[src/rtl/reload_timer_pkg.sv]
package reload_timer_pkg;
  // bit 0 selects the byte lane, bit 1 selects counter (0) or latch (1)
  typedef enum logic [1:0] {
    ADR_CTR_LO = 2'd0,
    ADR_CTR_HI = 2'd1,
    ADR_LAT_LO = 2'd2,
    ADR_LAT_HI = 2'd3
  } tmr_addr_e;
endpackage

[src/rtl/reload_timer_latch.sv]
module reload_timer_latch #(
  parameter int BYTE_W = 8,
  localparam int LANES = 2,
  localparam int CNT_W = LANES * BYTE_W
) (
  input  logic              clk,
  input  logic              rst,
  input  logic              wr_en,
  input  logic [1:0]        addr,
  input  logic [BYTE_W-1:0] wdata,
  output logic [CNT_W-1:0]  latch_q
);
  // counter and latch addresses of one lane both write that lane of the latch
  for (genvar i = 0; i < LANES; i++) begin : g_lane
    always_ff @(posedge clk) begin
      if (rst)
        latch_q[i*BYTE_W +: BYTE_W] <= '1;
      else if (wr_en && (addr[0] == i[0]))
        latch_q[i*BYTE_W +: BYTE_W] <= wdata;
    end
  end
endmodule

[src/rtl/reload_timer_count.sv]
module reload_timer_count #(
  parameter int CNT_W = 16
) (
  input  logic             clk,
  input  logic             rst,
  input  logic             tick,
  input  logic             load,
  input  logic [CNT_W-1:0] load_val,
  input  logic [CNT_W-1:0] latch_q,
  output logic [CNT_W-1:0] cnt_q,
  output logic             wrap_q,
  output logic             zero_hit
);
  localparam logic [CNT_W-1:0] ONE = CNT_W'(1);

  // wrap_q marks the all-ones step that precedes a reload
  always_ff @(posedge clk) begin
    if (rst) begin
      cnt_q  <= '1;
      wrap_q <= 1'b0;
    end else if (load) begin
      cnt_q  <= load_val;
      wrap_q <= 1'b0;
    end else if (tick) begin
      if (wrap_q) begin
        cnt_q  <= latch_q;
        wrap_q <= 1'b0;
      end else begin
        cnt_q  <= cnt_q - ONE;
        wrap_q <= (cnt_q == '0);
      end
    end
  end

  // counter becomes zero on this edge through counting
  always_comb begin
    zero_hit = 1'b0;
    if (tick && !load)
      zero_hit = wrap_q ? (latch_q == '0) : (cnt_q == ONE);
  end
endmodule

[src/rtl/reload_timer_flag.sv]
module reload_timer_flag (
  input  logic clk,
  input  logic rst,
  input  logic free_run,
  input  logic arm,
  input  logic zero_hit,
  input  logic clr,
  output logic irq_flag
);
  logic armed_q;

  // a set event wins over a same-cycle clear
  always_ff @(posedge clk) begin
    if (rst) begin
      irq_flag <= 1'b0;
      armed_q  <= 1'b0;
    end else if (arm) begin
      irq_flag <= 1'b0;
      armed_q  <= 1'b1;
    end else begin
      if (zero_hit && (free_run || armed_q))
        irq_flag <= 1'b1;
      else if (clr)
        irq_flag <= 1'b0;
      if (zero_hit)
        armed_q <= 1'b0;
    end
  end
endmodule

[src/rtl/reload_timer.sv]
module reload_timer #(
  parameter int BYTE_W = 8,
  localparam int CNT_W = 2 * BYTE_W
) (
  input  logic              clk,
  input  logic              rst,
  input  logic              tick,
  input  logic              free_run,
  input  logic              wr_en,
  input  logic              rd_en,
  input  logic [1:0]        addr,
  input  logic [BYTE_W-1:0] wdata,
  output logic [BYTE_W-1:0] rdata,
  output logic              irq_flag
);
  import reload_timer_pkg::*;

  tmr_addr_e         sel;
  logic [CNT_W-1:0]  latch_q;
  logic [CNT_W-1:0]  cnt_q;
  logic [CNT_W-1:0]  load_val;
  logic [CNT_W-1:0]  rd_src;
  logic              wrap_q;
  logic              zero_hit;
  logic              load;
  logic              clr;

  assign sel      = tmr_addr_e'(addr);
  assign load     = wr_en && (sel == ADR_CTR_HI);
  assign load_val = {wdata, latch_q[BYTE_W-1:0]};
  assign clr      = (wr_en && (sel == ADR_LAT_HI)) || (rd_en && (sel == ADR_CTR_LO));

  reload_timer_latch #(.BYTE_W(BYTE_W)) u_latch (
    .clk(clk), .rst(rst), .wr_en(wr_en), .addr(addr), .wdata(wdata), .latch_q(latch_q)
  );

  reload_timer_count #(.CNT_W(CNT_W)) u_count (
    .clk(clk), .rst(rst), .tick(tick), .load(load), .load_val(load_val),
    .latch_q(latch_q), .cnt_q(cnt_q), .wrap_q(wrap_q), .zero_hit(zero_hit)
  );

  reload_timer_flag u_flag (
    .clk(clk), .rst(rst), .free_run(free_run), .arm(load),
    .zero_hit(zero_hit), .clr(clr), .irq_flag(irq_flag)
  );

  assign rd_src = addr[1] ? latch_q : cnt_q;

  always_ff @(posedge clk) begin
    if (rst)
      rdata <= '0;
    else if (rd_en)
      rdata <= addr[0] ? rd_src[CNT_W-1:BYTE_W] : rd_src[BYTE_W-1:0];
  end
endmodule

[config.mk]
export PLATFORM = sky130hd
export DESIGN_NAME = reload_timer
export DESIGN_NICKNAME = d
export VERILOG_FILES = /design/src/rtl/reload_timer_pkg.sv /design/src/rtl/reload_timer_latch.sv /design/src/rtl/reload_timer_count.sv /design/src/rtl/reload_timer_flag.sv /design/src/rtl/reload_timer.sv
export SDC_FILE = /design/constraint.sdc
export NUM_CORES = 1
export LEC_CHECK = 0
export ABC_AREA = 0
export ABC_CLOCK_PERIOD_IN_PS = 2190
export BUFFER_PORTS_ARGS = -buffer_cell sky130_fd_sc_hd__buf_4
export CAP_MARGIN = 0
export CELL_PAD_IN_SITES_DETAIL_PLACEMENT = 1
export CELL_PAD_IN_SITES_GLOBAL_PLACEMENT = 1
export CORE_MARGIN = 2
export CORE_UTILIZATION = 45
export DETAILED_ROUTE_END_ITERATION = 7
export PLACE_DENSITY = 0.8
export SYNTH_ARGS = -nofsm -noshare
export SYNTH_HDL_FRONTEND = slang
export SYNTH_SLANG_ARGS = --single-unit
[constraint.sdc]
create_clock -name clk -period 2.19 [get_ports clk]
set_input_delay 0.438 -clock clk [delete_from_list [all_inputs] [get_ports clk]]
set_output_delay 0.438 -clock clk [all_outputs]
set_load 0.02 [all_outputs]
After elaboration in Yosys (flattened, before gate mapping)
Index checks and enable logic that the tools add are counted.
{"block": "classes", "eq_ne": 3, "mul": 0, "n_bitwise": 1, "n_reduce_logical": 17, "n_addsub": 1, "mux": 12, "order_cmp": 0, "div_mod_pow": 0, "n_shift": 0}
{"operator": "$mux 16", "n": 4}
{"operator": "$logic_not 16->1", "n": 2}
{"operator": "$eq 16x1->1 const B", "n": 1}
{"operator": "$sub 16x1->16 const B", "n": 1}
{"operator": "$mux 8", "n": 1}
{"operator": "$logic_and 1x1->1", "n": 7}
{"operator": "$mux 1", "n": 7}
{"operator": "$reduce_bool 2->1", "n": 3}
{"operator": "$eq 2x1->1 const B", "n": 1}
{"operator": "$eq 2x2->1 const B", "n": 1}
{"operator": "$logic_not 2->1", "n": 1}
{"operator": "$logic_or 1x1->1", "n": 2}
{"operator": "$reduce_or 2->1", "n": 1}
{"operator": "$logic_not 1->1", "n": 1}
{"operator": "$not 1->1", "n": 1}
{"block": "word_totals", "ram_bits": 0, "romBits": 0, "latchBits": 0, "inputBits": 16, "register_bits": 43, "n_memories": 0, "elab_cells": 41, "out_inout_bits": 9}

Depth between registers and ports, before layout
{"block": "depth", "word_depth": 7, "depth_mapped": 6, "ltp_nobuf": 6}

Modules after synthesis
From an unflattened synthesis, not the netlist that was laid out.
{"block": "unflattened", "hier_cells": 285, "area_unflattened_um2": 2491.1}
{"module": "reload_timer_count", "area_per_inst_um2": 1236.2, "cells_per_inst": 162, "seq_area_each_um2": 340.3, "instances": 1}
{"module": "reload_timer_latch", "area_per_inst_um2": 638.1, "cells_per_inst": 64, "seq_area_each_um2": 320.3, "instances": 1}
{"module": "reload_timer", "area_per_inst_um2": 538.0, "cells_per_inst": 51, "seq_area_each_um2": 160.2, "instances": 1}
{"module": "reload_timer_flag", "area_per_inst_um2": 78.8, "cells_per_inst": 8, "seq_area_each_um2": 40.0, "instances": 1}

Least setup slack after synthesis
Ideal clock, no wire load.
{"block": "synth_timing", "kind": "reg-to-reg", "from": "reg u_count.cnt_q[0]", "to": "reg u_count.cnt_q[12]", "setup_time_ns": 0.114, "arrival_time_ns": 1.593, "period_less_slack_ns": 1.707, "path_stages_with_launch": 7, "setup_slack_ns": 0.483, "required_time_ns": 2.076, "n_path_buf": 0, "cell_sequence": "dfxtp_1 inv_1 ha_1 or3b_2 o31ai_1 nand4_1 a21o_1"}
{"block": "synth_between", "elab_chain_len": 4}
{"element": "start, declared", "line_no": "reload_timer_count.sv:10", "text": "output logic [CNT_W-1:0] cnt_q,"}
{"element": "start signal, assigned", "line_no": "reload_timer_count.sv:22", "text": "cnt_q <= load_val;"}
{"element": "start signal, assigned", "line_no": "reload_timer_count.sv:26", "text": "cnt_q <= latch_q;"}
{"element": "start signal, assigned", "line_no": "reload_timer_count.sv:29", "text": "cnt_q <= cnt_q - ONE;"}
{"element": "$sub 16x1->16", "line_no": "reload_timer_count.sv:29"}
{"element": "$mux 16", "line_no": "reload_timer_count.sv:25", "text": "if (wrap_q) begin"}
{"element": "$mux 16", "line_no": "reload_timer_count.sv:24", "text": "end else if (tick) begin"}
{"element": "$mux 16", "line_no": "reload_timer_count.sv:21", "text": "end else if (load) begin"}
Every way passes these cells. The select of a mux whose other input is x is not followed.
A chain may end at the register's enable or synchronous reset.

Final worst setup path
{"block": "layout_timing", "from": "reg u_count.cnt_q[1]", "to": "reg u_count.cnt_q[12]"}
The elaborated chain is that of the path after synthesis.

==> run metrics <==
DR pass1 iterations 4; largest net degree at the start of global routing 46; Mapped Cells 267; layout cell share with drive strength beyond 1 0.206; gpl congestion 0.886; Worst Path Required 2.40 ns; GRT Total Usage 0.263; post-route ant nets 0; Worst EP arrival 2.17 ns; final hold vios 0; die height 77.4 µm; Clock Pin Slew Worst Setup and Hold Paths 0.09 ns; most common cell after layout, fill and taps aside dfxtp_1; unrepaired setup endpoints after global routing false; number of remaining DRC errors 0; crit end category register; most area-hungry cell type in the Yosys netlist dfxtp_1; area grow syn2layout 15.5%; Synth area leaders dfxtp_1, mux4_2, a211o_1, a21oi_1, mux2i_1; Via density 6.29; n_diodes 0; most frequent cells in the layout dfxtp_1, buf_4, nor2_1; Via Count 2269; Switching Fraction 0.297; maximum vdd drop 0.417 mV; chip width 77.4 µm; max-cap viol count 0; number of global-route vias before repair 2253; Placeable Area 0.00514 mm²; clock net sink count 43; Longest Clk Path Bufs 2; setup TNS 0 ns; Clock Skews 0.00789 ns; Clk network pwr share 0.304; die area 0.00599 mm²; crit-path max FO 6; kind of critical path reg2reg; initial DRC count 201; status finished clean; port buffer count 24; Internal Pwr Total 1.19 mW; Synthesis Warnings 0; global-route wire length before repair 12200 µm; Comb power frac 0.168; relative slew slack 0.611; Post-Syn Area per Cell 9.08 µm²; Synth Flop Type dfxtp_1; initial antenna violation count 0; Seq pwr share 0.527; CTS resizes 0; Inserted Clock Buffers 5; final period utilization 0.899; Setup violations, final 0; Routed Wire Length 7470 µm; post-layout util 0.545; Fmax achieved 0.508 GHz; Post-Syn Area 0.00242 mm²; Post-synth ARST share 0; Psw 0.504 mW; initial core utilization 0.472; crit path time final 1.97 ns; register area share after synthesis 0.355; syn nets 285; post-CTS setup buffers 0; HPWL after DPL 5340 µm; CP Launch Type register; CTS tree done; post-synth top area share 0.355; FILL cells 625; number of library cell types mapped by synthesis 46; number of flops mapped to enable cells by yosys 0; final-report max-slew violation count 0; H-tree depth 2; I/O Pins 25; synthesis-stage register bit count 43; GR Overflow Total 0; NumNets Final 308; DR WL/cell 20.7 µm; Pwr per Cell Area 606 mW/mm²; worst hold path class in2reg; Rows 26; Worst Tran Pin Value 0.584 ns; clk root buf clkbuf_8; hold_buf cts 0; Clk Latency, worst-skew pair 0.30 ns; Pleak 1.06 nW
-- power by group through the flow --
stage / sequential (mW) / clock [mW] / combinational, mW
global route: 0.901 / 0.557 / 0.311
detailed placement: 0.911 / 0 / 0.284
finish: 0.895 / 0.516 / 0.285
global placement: 0.909 / 0 / 0.276
floorplan: 0.904 / 0 / 0.173
CTS: 0.893 / 0.526 / 0.286
-- final timing paths --
check,cells after the start,startpoint,endpoint,slack (ns)
setup reg to reg,6,u_count.cnt_q[1],u_count.cnt_q[12],0.22
hold / removal,2,wdata[2],u_latch.latch_q[2],0.35
setup / recovery,6,u_count.cnt_q[1],u_count.cnt_q[12],0.22
hold reg to reg,2,u_flag.armed_q,u_flag.armed_q,0.51
-- stage by stage --
stage	setup WS [ns]	hold WS, ns	instance area (µm²)	total power, mW	std cells
finish	0.222	0.354	2800	1.70	361
global route	0.143	0.350	2800	1.77	361
CTS	0.238	0.344	2800	1.70	361
detailed placement	0.260	0.491	2710	1.19	353
global placement	0.296	0.477	2710	1.18	353
floorplan	0.483	0.475	2420	1.08	267
-- area by class of cell --
cell class              instances  area (µm²)  share of cell area
clock inverters                 2        12.5             0.00447
well taps                      70        87.6              0.0313
multi-input cells             196        1450               0.519
flip-flops and latches         43         861               0.308
inverters                       5        18.8             0.00671
repair buffers                 39         293               0.105
clock buffers                   6        72.6              0.0259
-- cells by family (layout without fill, tap and decap cells) --
group,Yosys count,in the layout,share of synthesized area
AO/OA/AOI/OAI,74,74,0.217
XOR/XNOR,5,5,0.0181
adder cells (fa/ha/maj),2,2,0.0103
buffers and inverters,28,52,0.0449
flip-flops,43,43,0.355
multiplexers,16,16,0.107
AND/OR/NAND/NOR,99,99,0.247
-- Yosys cell counts, drive strengths merged (4+ instances only) --
cell and instances:
dfxtp 43, nor2 20, a211o 17, a21oi 17, clkbuf 17, nor2b 12, nor4 12, o21ai 11
and3 9, mux2i 8, mux4 8, nand2 7, nand3 7, nor3 7, nor3b 7, buf 6
nand4 6, inv 5, o211ai 5, o32a 4
-- flip-flops by register name, summed over array words and instances, names as in the netlist --
signal,count
u_flag.irq_flag,1
u_latch.latch_q,16
u_count.cnt_q,16
rdata,8
u_flag.armed_q,1
u_count.wrap_q,1
-- layer usage --
metal | part of all wire | up-vias | track usage
met3 | 0.055 | 13 | 0.0488
met5 | 0 | - | 0
met1 | 0.45 | 1117 | 0.354
li1 | - | 1064 | -
met4 | 0.026 | 0 | 0.114
met2 | 0.47 | 75 | 0.411
-- worst max-delay path: stages (launching register included) --
cell and delay, ns:
dfxtp_1 0.37, inv_1 0.12, ha_1 0.23, or3b_2 0.57
o31ai_1 0.29, nand4_1 0.13, a21o_1 0.17
Note: power is estimated with default switching activity, not from simulation.
